`src/rtl/esc_deframe_pkg.sv`:
```
// Shared constants and types for the escaped byte-stream deframer.
// Assumes byte-wide symbols; marker values are fixed by the line protocol.
package esc_deframe_pkg;

    localparam logic [7:0] MK_START  = 8'h7A;
    localparam logic [7:0] MK_END    = 8'h7B;
    localparam logic [7:0] MK_CHAN   = 8'h7C;
    localparam logic [7:0] MK_ESC_A  = 8'h7D;
    localparam logic [7:0] MK_ESC_B  = 8'h4D;
    localparam logic [7:0] MK_IDLE   = 8'h4A;
    localparam logic [7:0] ESC_FLIP  = 8'h20;
    localparam logic [7:0] CHAN_ZERO = 8'h00;

    typedef enum logic [2:0] {
        CAUSE_NONE     = 3'd0,
        CAUSE_CHANNEL  = 3'd1,
        CAUSE_ESCAPE   = 3'd2,
        CAUSE_END      = 3'd3,
        CAUSE_OVERFLOW = 3'd4,
        CAUSE_RESTART  = 3'd5
    } abort_cause_t;

    typedef enum logic [2:0] {
        K_DATA,
        K_START,
        K_END,
        K_CHAN,
        K_ESC,
        K_IDLE
    } byte_kind_t;

    // Map a raw line byte to its protocol role.
    function automatic byte_kind_t classify(input logic [7:0] b);
        byte_kind_t k;
        unique case (b)
            MK_START:           k = K_START;
            MK_END:             k = K_END;
            MK_CHAN:            k = K_CHAN;
            MK_ESC_A, MK_ESC_B: k = K_ESC;
            MK_IDLE:            k = K_IDLE;
            default:            k = K_DATA;
        endcase
        return k;
    endfunction

endpackage

```
`src/rtl/lane_splitter.sv`:
```
// Splits LANES-byte input words into a one-byte-per-clock stream.
// The top lane goes out first. Assumes the consumer takes every byte
// (no backpressure downstream); in_ready throttles the word source.
module lane_splitter #(
    parameter int LANES = 4
) (
    input  logic               clk,
    input  logic               rst_n,
    input  logic               in_valid,
    output logic               in_ready,
    input  logic [8*LANES-1:0] in_data,
    output logic               byte_valid,
    output logic [7:0]         byte_data
);

    localparam int WORD_W = 8 * LANES;
    localparam int LEFT_W = $clog2(LANES + 1);

    generate
        if (LANES == 1) begin : g_byte
            logic       bv_q;
            logic [7:0] bd_q;

            assign in_ready = 1'b1;

            // Register one byte per accepted transfer.
            always_ff @(posedge clk) begin
                if (!rst_n) begin
                    bv_q <= 1'b0;
                    bd_q <= '0;
                end else begin
                    bv_q <= in_valid;
                    bd_q <= in_data[7:0];
                end
            end

            assign byte_valid = bv_q;
            assign byte_data  = bd_q;
        end else begin : g_word
            logic [WORD_W-1:0] hold_q;
            logic [LEFT_W-1:0] left_q;

            assign in_ready = (left_q <= LEFT_W'(1));

            // Load a word when the previous one is on its last byte, else shift.
            always_ff @(posedge clk) begin
                if (!rst_n) begin
                    hold_q <= '0;
                    left_q <= '0;
                end else if (in_valid && in_ready) begin
                    hold_q <= in_data;
                    left_q <= LEFT_W'(LANES);
                end else if (left_q != '0) begin
                    hold_q <= hold_q << 8;
                    left_q <= left_q - LEFT_W'(1);
                end
            end

            assign byte_valid = (left_q != '0);
            assign byte_data  = hold_q[WORD_W-1 -: 8];

            // A held word with more than one byte left blocks new words.
            p_ready_gate_r10: assert property (@(posedge clk) disable iff (!rst_n)
                (left_q > LEFT_W'(1)) |-> !in_ready);
        end
    endgenerate

    // An accepted word always yields a byte on the next cycle.
    p_take_yields_byte_r10: assert property (@(posedge clk) disable iff (!rst_n)
        (in_valid && in_ready) |=> byte_valid);

endmodule

```
`src/rtl/frame_byte_decoder.sv`:
```
// Decodes one line byte per clock into payload bytes and abort events.
// Tracks hunt/in-packet state, pending channel number, pending escape,
// seen-end flag and the payload count. Outputs are registered, one clock
// after the input byte. Assumes the input byte is valid for one clock only.
module frame_byte_decoder
    import esc_deframe_pkg::*;
#(
    parameter int MAX_PAYLOAD = 1024
) (
    input  logic         clk,
    input  logic         rst_n,
    input  logic         byte_valid,
    input  logic [7:0]   byte_data,
    output logic         out_valid,
    output logic [7:0]   out_data,
    output logic         out_last,
    output logic         out_abort,
    output abort_cause_t out_cause
);

    localparam int CNT_W = $clog2(MAX_PAYLOAD + 1);

    byte_kind_t   kind;
    logic         in_pkt_q, esc_q, end_q, chan_q;
    logic [CNT_W-1:0] cnt_q;

    logic         n_in, n_esc, n_end, n_chan;
    logic [CNT_W-1:0] n_cnt;
    logic         emit, emit_last;
    logic [7:0]   emit_data;
    abort_cause_t cause;

    assign kind = classify(byte_data);

    // Next-state and event decision for the current byte.
    always_comb begin
        n_in      = in_pkt_q;
        n_esc     = esc_q;
        n_end     = end_q;
        n_chan    = chan_q;
        n_cnt     = cnt_q;
        emit      = 1'b0;
        emit_last = 1'b0;
        emit_data = esc_q ? (byte_data ^ ESC_FLIP) : byte_data;
        cause     = CAUSE_NONE;
        if (byte_valid) begin
            if (!in_pkt_q) begin
                if (kind == K_START) begin
                    n_in = 1'b1;
                    n_esc = 1'b0;
                    n_end = 1'b0;
                    n_chan = 1'b0;
                    n_cnt = '0;
                end
            end else if (kind == K_IDLE) begin
                n_in = in_pkt_q;
            end else if (chan_q) begin
                if (byte_data != CHAN_ZERO) cause = CAUSE_CHANNEL;
                else                        n_chan = 1'b0;
            end else begin
                unique case (kind)
                    K_START: cause = CAUSE_RESTART;
                    K_END: begin
                        if (esc_q)      cause = CAUSE_ESCAPE;
                        else if (end_q) cause = CAUSE_END;
                        else            n_end = 1'b1;
                    end
                    K_CHAN: begin
                        if (esc_q)      cause = CAUSE_ESCAPE;
                        else if (end_q) cause = CAUSE_END;
                        else            n_chan = 1'b1;
                    end
                    K_ESC: begin
                        if (esc_q) cause = CAUSE_ESCAPE;
                        else       n_esc = 1'b1;
                    end
                    K_DATA: begin
                        if (cnt_q == CNT_W'(MAX_PAYLOAD)) begin
                            cause = CAUSE_OVERFLOW;
                        end else begin
                            emit      = 1'b1;
                            emit_last = end_q;
                            n_esc     = 1'b0;
                            n_cnt     = cnt_q + CNT_W'(1);
                            if (end_q) begin
                                n_in  = 1'b0;
                                n_end = 1'b0;
                                n_cnt = '0;
                            end
                        end
                    end
                    default: n_in = in_pkt_q;
                endcase
            end
            if (cause == CAUSE_RESTART) begin
                n_in   = 1'b1;
                n_esc  = 1'b0;
                n_end  = 1'b0;
                n_chan = 1'b0;
                n_cnt  = '0;
            end else if (cause != CAUSE_NONE) begin
                n_in   = 1'b0;
                n_esc  = 1'b0;
                n_end  = 1'b0;
                n_chan = 1'b0;
                n_cnt  = '0;
            end
        end
    end

    // Protocol state registers.
    always_ff @(posedge clk) begin
        if (!rst_n) begin
            in_pkt_q <= 1'b0;
            esc_q    <= 1'b0;
            end_q    <= 1'b0;
            chan_q   <= 1'b0;
            cnt_q    <= '0;
        end else begin
            in_pkt_q <= n_in;
            esc_q    <= n_esc;
            end_q    <= n_end;
            chan_q   <= n_chan;
            cnt_q    <= n_cnt;
        end
    end

    // Output event registers.
    always_ff @(posedge clk) begin
        if (!rst_n) begin
            out_valid <= 1'b0;
            out_last  <= 1'b0;
            out_data  <= '0;
            out_abort <= 1'b0;
            out_cause <= CAUSE_NONE;
        end else begin
            out_valid <= emit;
            out_last  <= emit && emit_last;
            if (emit) out_data <= emit_data;
            out_abort <= (cause != CAUSE_NONE);
            out_cause <= cause;
        end
    end

    // Idle bytes never produce output, whatever the state.
    p_idle_quiet_r2: assert property (@(posedge clk) disable iff (!rst_n)
        (byte_valid && kind == K_IDLE) |=> (!out_valid && !out_abort));

    // No input byte, no output event.
    p_no_byte_quiet_r11: assert property (@(posedge clk) disable iff (!rst_n)
        !byte_valid |=> (!out_valid && !out_abort));

    // Payload and abort never share a cycle.
    p_excl_events_r11: assert property (@(posedge clk) disable iff (!rst_n)
        $onehot0({out_valid, out_abort}));

    // A last flag only rides on a payload byte, and closes the packet.
    p_last_closes_r7: assert property (@(posedge clk) disable iff (!rst_n)
        out_last |-> (out_valid && !in_pkt_q));

    // Fault aborts return to hunting; a restart stays in a packet.
    p_abort_state_r8: assert property (@(posedge clk) disable iff (!rst_n)
        out_abort |-> (in_pkt_q == (out_cause == CAUSE_RESTART)));

    // Payload count never passes the limit.
    p_no_overflow_r9: assert property (@(posedge clk) disable iff (!rst_n)
        cnt_q <= CNT_W'(MAX_PAYLOAD));

endmodule

```
`src/rtl/escaped_stream_deframer.sv`:
```
// Top of the escaped byte-stream deframer: word splitter feeding the
// byte decoder. Assumes the output consumer accepts one event per clock.
module escaped_stream_deframer
    import esc_deframe_pkg::*;
#(
    parameter int LANES       = 4,
    parameter int MAX_PAYLOAD = 1024
) (
    input  logic               clk,
    input  logic               rst_n,
    input  logic               in_valid,
    output logic               in_ready,
    input  logic [8*LANES-1:0] in_data,
    output logic               out_valid,
    output logic [7:0]         out_data,
    output logic               out_last,
    output logic               out_abort,
    output logic [2:0]         out_cause
);

    logic         bv;
    logic [7:0]   bd;
    abort_cause_t cause_e;

    lane_splitter #(.LANES(LANES)) u_split (
        .clk        (clk),
        .rst_n      (rst_n),
        .in_valid   (in_valid),
        .in_ready   (in_ready),
        .in_data    (in_data),
        .byte_valid (bv),
        .byte_data  (bd)
    );

    frame_byte_decoder #(.MAX_PAYLOAD(MAX_PAYLOAD)) u_dec (
        .clk        (clk),
        .rst_n      (rst_n),
        .byte_valid (bv),
        .byte_data  (bd),
        .out_valid  (out_valid),
        .out_data   (out_data),
        .out_last   (out_last),
        .out_abort  (out_abort),
        .out_cause  (cause_e)
    );

    assign out_cause = cause_e;

endmodule

```
`config.mk`:
```
export PLATFORM = sky130hd
export DESIGN_NAME = escaped_stream_deframer
export DESIGN_NICKNAME = d
export VERILOG_FILES = /design/src/rtl/esc_deframe_pkg.sv /design/src/rtl/lane_splitter.sv /design/src/rtl/frame_byte_decoder.sv /design/src/rtl/escaped_stream_deframer.sv
export SDC_FILE = /design/constraint.sdc
export NUM_CORES = 1
export LEC_CHECK = 0
export BUFFER_PORTS_ARGS = -buffer_cell sky130_fd_sc_hd__buf_2
export CORE_AREA = 10 10 99 101
export DETAILED_ROUTE_END_ITERATION = 6
export DIE_AREA = 0 0 109 111
export PLACE_DENSITY = 0.67
export SLEW_MARGIN = 20
export SYNTH_ARGS = -nofsm -noshare
export SYNTH_HDL_FRONTEND = slang
export SYNTH_HIERARCHICAL = 1
export SYNTH_SLANG_ARGS = --single-unit
```
`constraint.sdc`:
```
create_clock -name clk -period 5.77 [get_ports clk]
set_input_delay 0.577 -clock clk [delete_from_list [all_inputs] [get_ports clk]]
set_output_delay 0.577 -clock clk [all_outputs]
set_load 0.05 [all_outputs]
```
* After elaboration in Yosys (flattened, before gate mapping)
Index checks and enable logic that the tools add are counted.
Cells by class: add/sub/neg operators 2, $lt $le $gt $ge 1, eq/ne operators 21, muxes and demuxes 70, bitwise logic cells 2, reductions and logical operators 16
Operators with widths (number):
- $mux W11 | 9
- $mux W32 | 2
- $eq A8 B7 Y1 const B | 6
- $mux W1 | 43
- $mux W3 | 9
- $ne A5 B5 Y1 const B | 4
- $ne A4 B4 Y1 const B | 4
- $pmux W3 S5 | 1
- $pmux W3 S4 | 1
- $reduce_and A6 Y1 | 2
- $add A11 B1 Y11 const B | 1
- $eq A11 B11 Y1 const B | 1
- $eq A3 B3 Y1 const B | 3
- $reduce_bool A3 Y1 | 3
- $reduce_bool A8 Y1 | 1
- $reduce_and A7 Y1 | 1
- $eq A3 B2 Y1 const B | 2
- $mux W6 | 1
- $reduce_or A2 Y1 | 3
- $mux W2 | 2
- $pmux W1 S2 | 2
- $reduce_bool A4 Y1 | 1
- $eq A3 B1 Y1 const B | 1
- $le A3 B1 Y1 const B | 1
- 6 further kinds | 8
Word-level totals: flip-flop bits (word level) 64, bits of input ports 35, output and inout port bits 15, word-level logic and storage cells 125

* Depth between registers and ports, before layout
Gate-level depths: netlist of run 1.
depth after elaboration 13, gate-level depth with buffers 13, gate-level depth less buffers 9

* By module
The synthesis of run 1 kept the hierarchy.
By module, submodules not included:
- lane_splitter | instances 1, cells an instance 178, area each 1755.4 um2, seq. area each 700.7 um2
- frame_byte_decoder | instances 1, cells an instance 199, area each 1716.6 um2, seq. area each 580.6 um2

* Worst setup path before layout of run 1
Ideal clock, no wire load.
path kind flip-flop to flip-flop, start point register u_split.g_word.left_q[0], end point register u_dec.cnt_q[2], library setup time 93 ps, arrival time 2344 ps, required time 5677 ps, setup slack 3333 ps, stages on the path, launching flop included 13, path buffers 4, period minus slack after synthesis 2437 ps, cell sequence dfxtp_1 > inv_1 > ha_1 > ha_1 > buf_2 > buf_2 > inv_2 > buf_1 > nand2_1 > or4_1 > buf_4 > nand3b_1 > o311ai_2
Between the ends: word-level cells in the longest chain between the ends 2
RTL lines:
- from (decl) | line lane_splitter.sv:41 | logic [LEFT_W-1:0] left_q;
- from (signal assigned) | line lane_splitter.sv:52 | left_q <= LEFT_W'(LANES);
- from (signal assigned) | line lane_splitter.sv:55 | left_q <= left_q - LEFT_W'(1);
- $reduce_bool A3 Y1 | line lane_splitter.sv:59 | assign byte_valid = (left_q != '0);
- net bv | line escaped_stream_deframer.sv:21 | logic bv;
- $reduce_and A6 Y1 (no line)
- to (signal assigned) | line frame_byte_decoder.sv:124 | cnt_q <= n_cnt;
- to (decl) | line frame_byte_decoder.sv:25 | logic [CNT_W-1:0] cnt_q;
The timed path passes the listed nets, and every way through them passes these cells. A chain may end at the register's enable or synchronous reset.

* Worst setup path in the final report of run 1
Same ends and word-level chain as after synthesis.

==> qor.json, run 1 <==
{
  "run_status": {"value": "finished, final reports clean"},
  "cts-htree-levels": {"value": 3},
  "syn-num-nets": {"value": 418},
  "final_min_period_over_clock_period": {"value": 0.473},
  "cp.arrival": {"value": 2980, "unit": "ps"},
  "antenna_found_initial": {"value": 0},
  "most-common-layout-cells": {"value": "64 x sky130_fd_sc_hd__dfxtp_1, 49 x sky130_fd_sc_hd__buf_2, 34 x sky130_fd_sc_hd__mux2i_1"},
  "timing.critical_path.fanout_max": {"value": 37},
  "intPower": {"value": 1.13, "unit": "mW"},
  "fin_skew": {"value": 11.5, "unit": "ps"},
  "postCtsSetupRepairBufs": {"value": 0},
  "max-clock-path-buffers": {"value": 2},
  "p_switching": {"value": 0.684, "unit": "mW"},
  "core.rowCount": {"value": 33},
  "synthSimpleGateAreaFrac": {"value": 0.181},
  "synth_compound_area_frac": {"value": 0.245},
  "port_buffers": {"value": 49},
  "routabilityCongestion": {"value": 0.888},
  "core-area": {"value": 7970, "unit": "um2"},
  "synth_edf_count": {"value": 0},
  "io_pins": {"value": 50},
  "sw_ratio": {"value": 0.377},
  "placed_cell_area": {"value": 3640, "unit": "um2"},
  "die_height": {"value": 111, "unit": "um"},
  "power.combinational.fraction": {"value": 0.363},
  "total_leakage_power": {"value": 1.81, "unit": "nW"},
  "die_footprint": {"value": 12100, "unit": "um2"},
  "mostFrequentLayoutCell": {"value": "sky130_fd_sc_hd__dfxtp_1"},
  "timing_worst_setup_path_type": {"value": "reg -> reg"},
  "synthArstFlopShare": {"value": 0},
  "post_synth_mux_area_share": {"value": 0.0980},
  "overflow": {"value": 0},
  "drt-wirelength-per-cell": {"value": 15.6, "unit": "um"},
  "die-width": {"value": 109, "unit": "um"},
  "postSynthCellCount": {"value": 377},
  "cts_buffers": {"value": 9},
  "antenna_cells": {"value": 0},
  "area_growth": {"value": 11.9, "unit": "%"},
  "drt_iter0_markers": {"value": 250},
  "power.ir.vdd_worst": {"value": 0.211, "unit": "mV"},
  "yosys.area_share.xor_xnor": {"value": 0.0101},
  "hold_viol_final": {"value": 0},
  "initial_core_util": {"value": 0.436},
  "drv_slew": {"value": 0},
  "worstSetupEndpointType": {"value": "flip-flop"},
  "timing.max_slew.rel_slack": {"value": 0.346},
  "ys_seq_area_frac": {"value": 0.369},
  "syn_avg_cell_area": {"value": 9.21, "unit": "um2"},
  "clkTransAtPathRegs": {"value": 70, "unit": "ps"},
  "clockRootBuffer": {"value": "sky130_fd_sc_hd__clkbuf_8"},
  "place.detailed.hpwl": {"value": 5.55, "unit": "mm"},
  "finalNetCount": {"value": 444},
  "vias": {"value": 2840},
  "power.share.sequential": {"value": 0.374},
  "first_global_vias": {"value": 2747},
  "maxCapViolCount": {"value": 0},
  "synth.cell_area": {"value": 3470, "unit": "um2"},
  "grt_max_degree": {"value": 51},
  "number_of_hold_buffers_added_after_cts": {"value": 0},
  "power.density": {"value": 467, "unit": "nW/um2"},
  "unrepaired_setup_endpoints_after_global_routing": {"value": "no"},
  "share_clk_of_total_power": {"value": 0.263},
  "drive_above_1_share": {"value": 0.216},
  "route.detailed.drc": {"value": 0},
  "grt_total_usage": {"value": 0.133},
  "clock_tree_from_tritoncts": {"value": "done"},
  "grt_first_pass_wirelength": {"value": 13.4, "unit": "mm"},
  "route.final.wire_length": {"value": 8.02, "unit": "mm"},
  "tritoncts_num_sinks": {"value": 64},
  "period_needed": {"value": 2730, "unit": "ps"},
  "yosys.area_share.adder": {"value": 0.0216},
  "startpoint_type": {"value": "flip-flop"},
  "ant_nets": {"value": 0},
  "main_combinational_cell_family_by_area_after_synthesis": {"value": "compound AO/OA/AOI/OAI gates"},
  "timing.setup.tns": {"value": 0, "unit": "ps"},
  "clkLatencyLatePin": {"value": 340, "unit": "ps"},
  "ys_types": {"value": 57},
  "hp-class": {"value": "in -> reg"},
  "ys.flop_type": {"value": "sky130_fd_sc_hd__dfxtp_1"},
  "report.final.setup_viol": {"value": 0},
  "postLayoutCoreUtil": {"value": 0.488},
  "yosysWarnings": {"value": 6},
  "firstDrtPassIters": {"value": 4},
  "clock.fmax": {"value": 366, "unit": "MHz"},
  "routed_via_density": {"value": 5.54},
  "worst_slew_pin_slew": {"value": 981, "unit": "ps"},
  "post-route-cell-area": {"value": 3880, "unit": "um2"},
  "synth_seq_cells": {"value": 64},
  "cp.required": {"value": 6010, "unit": "ps"},
  "ctsResizeCount": {"value": 0}
}
-- metrics by stage --
stage | std cells | power [mW] | hold WS, ps | setup WS [ps]
after floorplan | 377 | 1.28 | 450 | 3330
after global placement | 497 | 1.33 | 476 | 2960
after detailed placement | 497 | 1.34 | 483 | 2890
after CTS | 513 | 1.82 | 455 | 2870
after global routing | 513 | 1.94 | 459 | 2860
final | 513 | 1.81 | 470 | 3040
-- cell type report --
| cell class | instances | area (um2) |
|---|---|---|
| Multi-Input combinational cell | 267 | 1930 |
| Fill cell | 789 | 4080 |
| Clock buffer | 11 | 141 |
| Timing Repair Buffer | 50 | 253 |
| Clock inverter | 5 | 104 |
| Tap cell | 105 | 131 |
| Inverter | 11 | 41.3 |
| Sequential cell | 64 | 1280 |
-- flip-flops by register name, indices dropped and copies added (netlist names), 3 cells and up --
| signal | flops |
|---|---|
| u_dec/cnt_q | 11 |
| u_split/g_word.hold_q | 32 |
| u_dec/out_cause | 3 |
| u_split/g_word.left_q | 3 |
| u_dec/out_data | 8 |
-- worst max-delay path, stage by stage, from the launching register on --
cell	delay, ps
sky130_fd_sc_hd__dfxtp_1	390
sky130_fd_sc_hd__inv_1	60
sky130_fd_sc_hd__ha_1	210
sky130_fd_sc_hd__ha_2	480
sky130_fd_sc_hd__inv_2	230
sky130_fd_sc_hd__nand2_1	140
sky130_fd_sc_hd__or4_1	760
sky130_fd_sc_hd__nand3b_1	270
sky130_fd_sc_hd__o311ai_2	70
-- per-layer routing --
layer	GRT usage	wire length, um
met4	0.0431	64
met2	0.191	3610
met1	0.180	3910
met3	0.0424	427
met5	0	0
-- cell usage after synthesis, types with 4 or more instances --
cell type / instances / area [um2]
sky130_fd_sc_hd__o211a_1: 24 / 240
sky130_fd_sc_hd__nand3_1: 5 / 25.0
sky130_fd_sc_hd__a21oi_1: 6 / 30.0
sky130_fd_sc_hd__nor2_1: 22 / 82.6
sky130_fd_sc_hd__o311ai_2: 5 / 81.3
sky130_fd_sc_hd__buf_2: 4 / 20.0
sky130_fd_sc_hd__nand2b_1: 7 / 43.8
sky130_fd_sc_hd__o21ai_0: 30 / 150
sky130_fd_sc_hd__nand4_1: 4 / 25.0
sky130_fd_sc_hd__ha_1: 6 / 75.1
sky130_fd_sc_hd__clkbuf_1: 13 / 48.8
sky130_fd_sc_hd__nand2_1: 31 / 116
sky130_fd_sc_hd__mux2i_1: 34 / 340
sky130_fd_sc_hd__nor4_1: 4 / 25.0
sky130_fd_sc_hd__buf_4: 12 / 90.1
sky130_fd_sc_hd__o21ai_1: 12 / 60.1
sky130_fd_sc_hd__dfxtp_1: 64 / 1280
sky130_fd_sc_hd__nor3_1: 5 / 25.0
sky130_fd_sc_hd__inv_1: 10 / 37.5
sky130_fd_sc_hd__a31oi_1: 7 / 43.8
sky130_fd_sc_hd__buf_6: 5 / 56.3
sky130_fd_sc_hd__o2111ai_1: 8 / 70.1
-- worst paths after layout --
path                            depth (start not counted)  slack [ps]                startpoint                        to
worst max-delay path                                    8        3040  u_split/g_word.left_q[0]            u_dec/cnt_q[2]
worst min-delay path                                    3         470                in_data[5]  u_split/g_word.hold_q[5]
worst max register to register                          8        3040  u_split/g_word.left_q[0]            u_dec/cnt_q[2]
worst min register to register                          2         490            u_dec/cnt_q[9]            u_dec/cnt_q[9]
-- cells by family after synthesis --
group | count (synthesis)
AO/OA/AOI/OAI | 111
XOR/XNOR | 4
adder cells (fa/ha/maj) | 6
buffers and inverters | 46
flip-flops | 64
multiplexers | 34
AND/OR/NAND/NOR | 112
-- power by group through the flow --
stage / clock [mW] / sequential, mW / combinational [mW]
final: 0.478 / 0.678 / 0.659
after detailed placement: 0 / 0.688 / 0.656
after global routing: 0.511 / 0.699 / 0.729
after CTS: 0.487 / 0.679 / 0.658
after global placement: 0 / 0.687 / 0.644
after floorplan: 0 / 0.637 / 0.638
No activity file was read; power rests on OpenSTA's default activity.
==> run 2: changes to the inputs <==
--- a/config.mk
+++ b/config.mk
@@ -9,7 +9,7 @@
 export CORE_AREA = 10 10 99 101
 export DETAILED_ROUTE_END_ITERATION = 6
 export DIE_AREA = 0 0 109 111
-export PLACE_DENSITY = 0.67
+export PLACE_DENSITY = 0.7
 export SLEW_MARGIN = 20
 export SYNTH_ARGS = -nofsm -noshare
 export SYNTH_HDL_FRONTEND = slang
==> constraint.sdc (replaced) <==
create_clock -name clk -period 2.5 [get_ports clk]
set_input_delay 0.25 -clock clk [delete_from_list [all_inputs] [get_ports clk]]
set_output_delay 0.25 -clock clk [all_outputs]
set_load 0.05 [all_outputs]
==> run 2 against run 1 <==
Worst hold slack got worse by 320 ps. Power increased by 130%. Sequential power increased by 130%. Count of clock-buffer cells in the layout is 2 lower. Combinational power grew to 2.5 times the previous value. Worst setup slack lost 2900 ps. Clock skew shrank 3.2 ps. Register-to-register slack got worse by 2900 ps. First-iteration DRC count fell by 27%. Cell count grew 2.7%. Critical endpoint unchanged. Largest power group is now combinational cells.
==> qor.json, run 2 (synthesis results as in run 1) <==
{
  "min-delay-start": {"value": "in_data[3]", "change": "was in_data[5]"},
  "route.detailed.drc": {"value": 0, "change": "unchanged"},
  "die_footprint": {"value": 12100, "unit": "um2", "change": "unchanged"},
  "largest_reg_flops": {"value": 32, "change": "unchanged"},
  "power.combinational.fraction": {"value": 0.400, "change": "was 0.363"},
  "clock_tree_from_tritoncts": {"value": "done", "change": "unchanged"},
  "power.density": {"value": 1050, "unit": "nW/um2", "change": "was 467 nW/um2"},
  "mostFrequentLayoutCell": {"value": "sky130_fd_sc_hd__dfxtp_1", "change": "unchanged"},
  "core-area": {"value": 7970, "unit": "um2", "change": "unchanged"},
  "ctsResizeCount": {"value": 1, "change": "was 0"},
  "clkLatencyLatePin": {"value": 330, "unit": "ps", "change": "was 340 ps"},
  "routed_via_density": {"value": 5.46, "change": "was 5.54"},
  "maxCapViolCount": {"value": 0, "change": "unchanged"},
  "share_clk_of_total_power": {"value": 0.231, "change": "was 0.263"},
  "worstSetupEndpointType": {"value": "flip-flop", "change": "unchanged"},
  "antenna_cells": {"value": 0, "change": "unchanged"},
  "grt_total_usage": {"value": 0.135, "change": "was 0.133"},
  "period_needed": {"value": 2340, "unit": "ps", "change": "was 2730 ps"},
  "cts_buffers": {"value": 9, "change": "unchanged"},
  "timing.max_slew.rel_slack": {"value": 0.635, "change": "was 0.346"},
  "routabilityCongestion": {"value": 0.890, "change": "was 0.888"},
  "clockRootBuffer": {"value": "sky130_fd_sc_hd__clkbuf_8", "change": "unchanged"},
  "total_leakage_power": {"value": 1.86, "unit": "nW", "change": "was 1.81 nW"},
  "power.ir.vdd_worst": {"value": 0.523, "unit": "mV", "change": "was 0.211 mV"},
  "crit-reg2reg-capture": {"value": "u_dec/cnt_q[2]", "change": "unchanged"},
  "crit_path_cell_trace": {"value": "or4b_1 -> nor3_2 -> a31oi_1 -> o21a_2 -> nor4b_4 -> buf_4 -> nand2_2 -> o311ai_2", "change": "was inv_1 -> ha_1 -> ha_2 -> inv_2 -> nand2_1 -> or4_1 -> nand3b_1 -> o311ai_2"},
  "grt_max_degree": {"value": 47, "change": "was 51"},
  "hp-class": {"value": "in -> reg", "change": "unchanged"},
  "hold_viol_final": {"value": 0, "change": "unchanged"},
  "finalNetCount": {"value": 458, "change": "was 444"},
  "drt-wirelength-per-cell": {"value": 15.5, "unit": "um", "change": "was 15.6 um"},
  "timing_worst_setup_path_type": {"value": "reg -> reg", "change": "unchanged"},
  "min_path_cells": {"value": 3, "change": "unchanged"},
  "most-common-layout-cells": {"value": "61 x sky130_fd_sc_hd__dfxtp_1, 49 x sky130_fd_sc_hd__buf_2, 34 x sky130_fd_sc_hd__mux2i_1", "change": "was 64 x sky130_fd_sc_hd__dfxtp_1, 49 x sky130_fd_sc_hd__buf_2, 34 x sky130_fd_sc_hd__mux2i_1"},
  "cts-htree-levels": {"value": 3, "change": "unchanged"},
  "intPower": {"value": 2.55, "unit": "mW", "change": "was 1.13 mW"},
  "unrepaired_setup_endpoints_after_global_routing": {"value": "no", "change": "unchanged"},
  "die_height": {"value": 111, "unit": "um", "change": "unchanged"},
  "number_of_hold_buffers_added_after_cts": {"value": 0, "change": "unchanged"},
  "layoutNonFillerInstCount": {"value": 527, "change": "was 513"},
  "overflow": {"value": 0, "change": "unchanged"},
  "cp.arrival": {"value": 2590, "unit": "ps", "change": "was 2980 ps"},
  "max-clock-path-buffers": {"value": 2, "change": "unchanged"},
  "firstDrtPassIters": {"value": 4, "change": "unchanged"},
  "place.detailed.hpwl": {"value": 5.81, "unit": "mm", "change": "was 5.55 mm"},
  "delay_of_the_slowest_cell_on_the_worst_path": {"value": 500, "unit": "ps", "change": "was 760 ps"},
  "power.share.sequential": {"value": 0.369, "change": "was 0.374"},
  "startpoint_type": {"value": "flip-flop", "change": "unchanged"},
  "initial_core_util": {"value": 0.436, "change": "unchanged"},
  "fin_hold_ws": {"value": 145, "unit": "ps", "change": "was 470 ps"},
  "clkTransAtPathRegs": {"value": 70, "unit": "ps", "change": "about the same"},
  "numPlacedInstances": {"value": 511, "change": "was 497"},
  "biggestRegsByFlops": {"value": "u_split/g_word.hold_q x32, u_dec/cnt_q x11, u_dec/out_data x8", "change": "unchanged"},
  "ant_nets": {"value": 0, "change": "unchanged"},
  "critical-path-slowest-cell": {"value": "sky130_fd_sc_hd__dfxtp_1", "change": "was sky130_fd_sc_hd__or4_1"},
  "timing.critical_path.fanout_max": {"value": 10, "change": "was 37"},
  "port_buffers": {"value": 49, "change": "unchanged"},
  "fin_skew": {"value": 8.31, "unit": "ps", "change": "was 11.5 ps"},
  "worst_slew_pin_slew": {"value": 545, "unit": "ps", "change": "was 981 ps"},
  "drive_above_1_share": {"value": 0.254, "change": "was 0.216"},
  "antenna_found_initial": {"value": 0, "change": "unchanged"},
  "die-width": {"value": 109, "unit": "um", "change": "unchanged"},
  "final_min_period_over_clock_period": {"value": 0.937, "change": "was 0.473"},
  "vias": {"value": 2878, "change": "was 2,840"},
  "sw_ratio": {"value": 0.388, "change": "was 0.377"},
  "postCtsSetupRepairBufs": {"value": 0, "change": "unchanged"},
  "clock.fmax": {"value": 427, "unit": "MHz", "change": "was 366 MHz"},
  "report.final.setup_viol": {"value": 0, "change": "unchanged"},
  "reg2reg_slack": {"value": 160, "unit": "ps", "change": "was 3040 ps"},
  "run_status": {"value": "finished, final reports clean", "change": "unchanged"},
  "largest_register": {"value": "u_split/g_word.hold_q", "change": "unchanged"},
  "area_growth": {"value": 14.6, "unit": "%", "change": "was 11.9%"},
  "io_pins": {"value": 50, "change": "unchanged"},
  "drv_slew": {"value": 0, "change": "unchanged"},
  "cp.required": {"value": 2740, "unit": "ps", "change": "was 6010 ps"},
  "p_switching": {"value": 1.62, "unit": "mW", "change": "was 0.684 mW"},
  "first_global_vias": {"value": 2813, "change": "was 2,747"},
  "reg2reg_depth": {"value": 8, "change": "unchanged"},
  "route.final.wire_length": {"value": 8.19, "unit": "mm", "change": "was 8.02 mm"},
  "grt_first_pass_wirelength": {"value": 13.6, "unit": "mm", "change": "was 13.4 mm"},
  "drt_iter0_markers": {"value": 182, "change": "was 250"},
  "min_delay_worst_endpoint": {"value": "u_split/g_word.hold_q[3]", "change": "was u_split/g_word.hold_q[5]"},
  "critical_path.reg2reg.startpoint": {"value": "u_dec/chan_q", "change": "was u_split/g_word.left_q[0]"},
  "core.rowCount": {"value": 33, "change": "unchanged"},
  "tritoncts_num_sinks": {"value": 64, "change": "unchanged"}
}
-- run 2: final cells by class --
class,instances,area (um2)
fillers,768,3990
multi-input cells,267,1940
flip-flops and latches,64,1280
repair buffers,64,358
well taps,105,131
clock buffers,9,124
clock inverters,7,96.3
inverters,11,41.3
-- run 2: how the worst max path moves through the flow --
stage	startpoint	endpoint	slack [ps]	cells after the start
global placement	u_split/g_word.hold_q[29]	u_dec/cnt_q[2]	70	7
detailed placement	u_split/g_word.hold_q[28]	u_dec/cnt_q[2]	-2	7
finish	u_dec/chan_q	u_dec/cnt_q[2]	160	8
CTS	u_split/g_word.hold_q[26]	u_dec/cnt_q[3]	110	8
floorplan	u_split/g_word.left_q[0]	u_dec/cnt_q[2]	60	12
global route	u_split/g_word.hold_q[27]	u_dec/cnt_q[2]	4	9
-- run 2: per-stage QoR --
step / area (um2) / power (mW) / util / setup WS, ps / TNS, ps
detailed placement: 3740 / 3.21 / 0.470 / -2.50 / -2.50
finish: 3980 / 4.17 / 0.499 / 158 / 0
global route: 3980 / 4.45 / 0.499 / 3.66 / 0
global placement: 3740 / 3.18 / 0.470 / 67.3 / 0
floorplan: 3470 / 2.94 / - / 63.3 / 0
CTS: 3970 / 4.19 / 0.498 / 114 / 0
-- run 2: power by group through the flow --
stage	Clock, mW	Sequential, mW	Combinational, mW
final	0.963	1.54	1.67
after global routing	1.04	1.58	1.84
after CTS	0.999	1.53	1.66
after detailed placement	0	1.55	1.65
after global placement	0	1.55	1.63
after floorplan	0	1.47	1.47
-- run 2: worst max-delay path, delay by kind of cell, from the launching register on --
family / cells / cell delay [ps]
simple gates: 4 / 1000
compound gates: 3 / 520
flops: 1 / 500
buf+inv: 1 / 230
-- run 2: metal layers --
metal	GRT usage	part of all wire
met5	0	0
met3	0.0291	0.035
met1	0.176	0.47
met4	0.0501	0.0090
met2	0.212	0.48
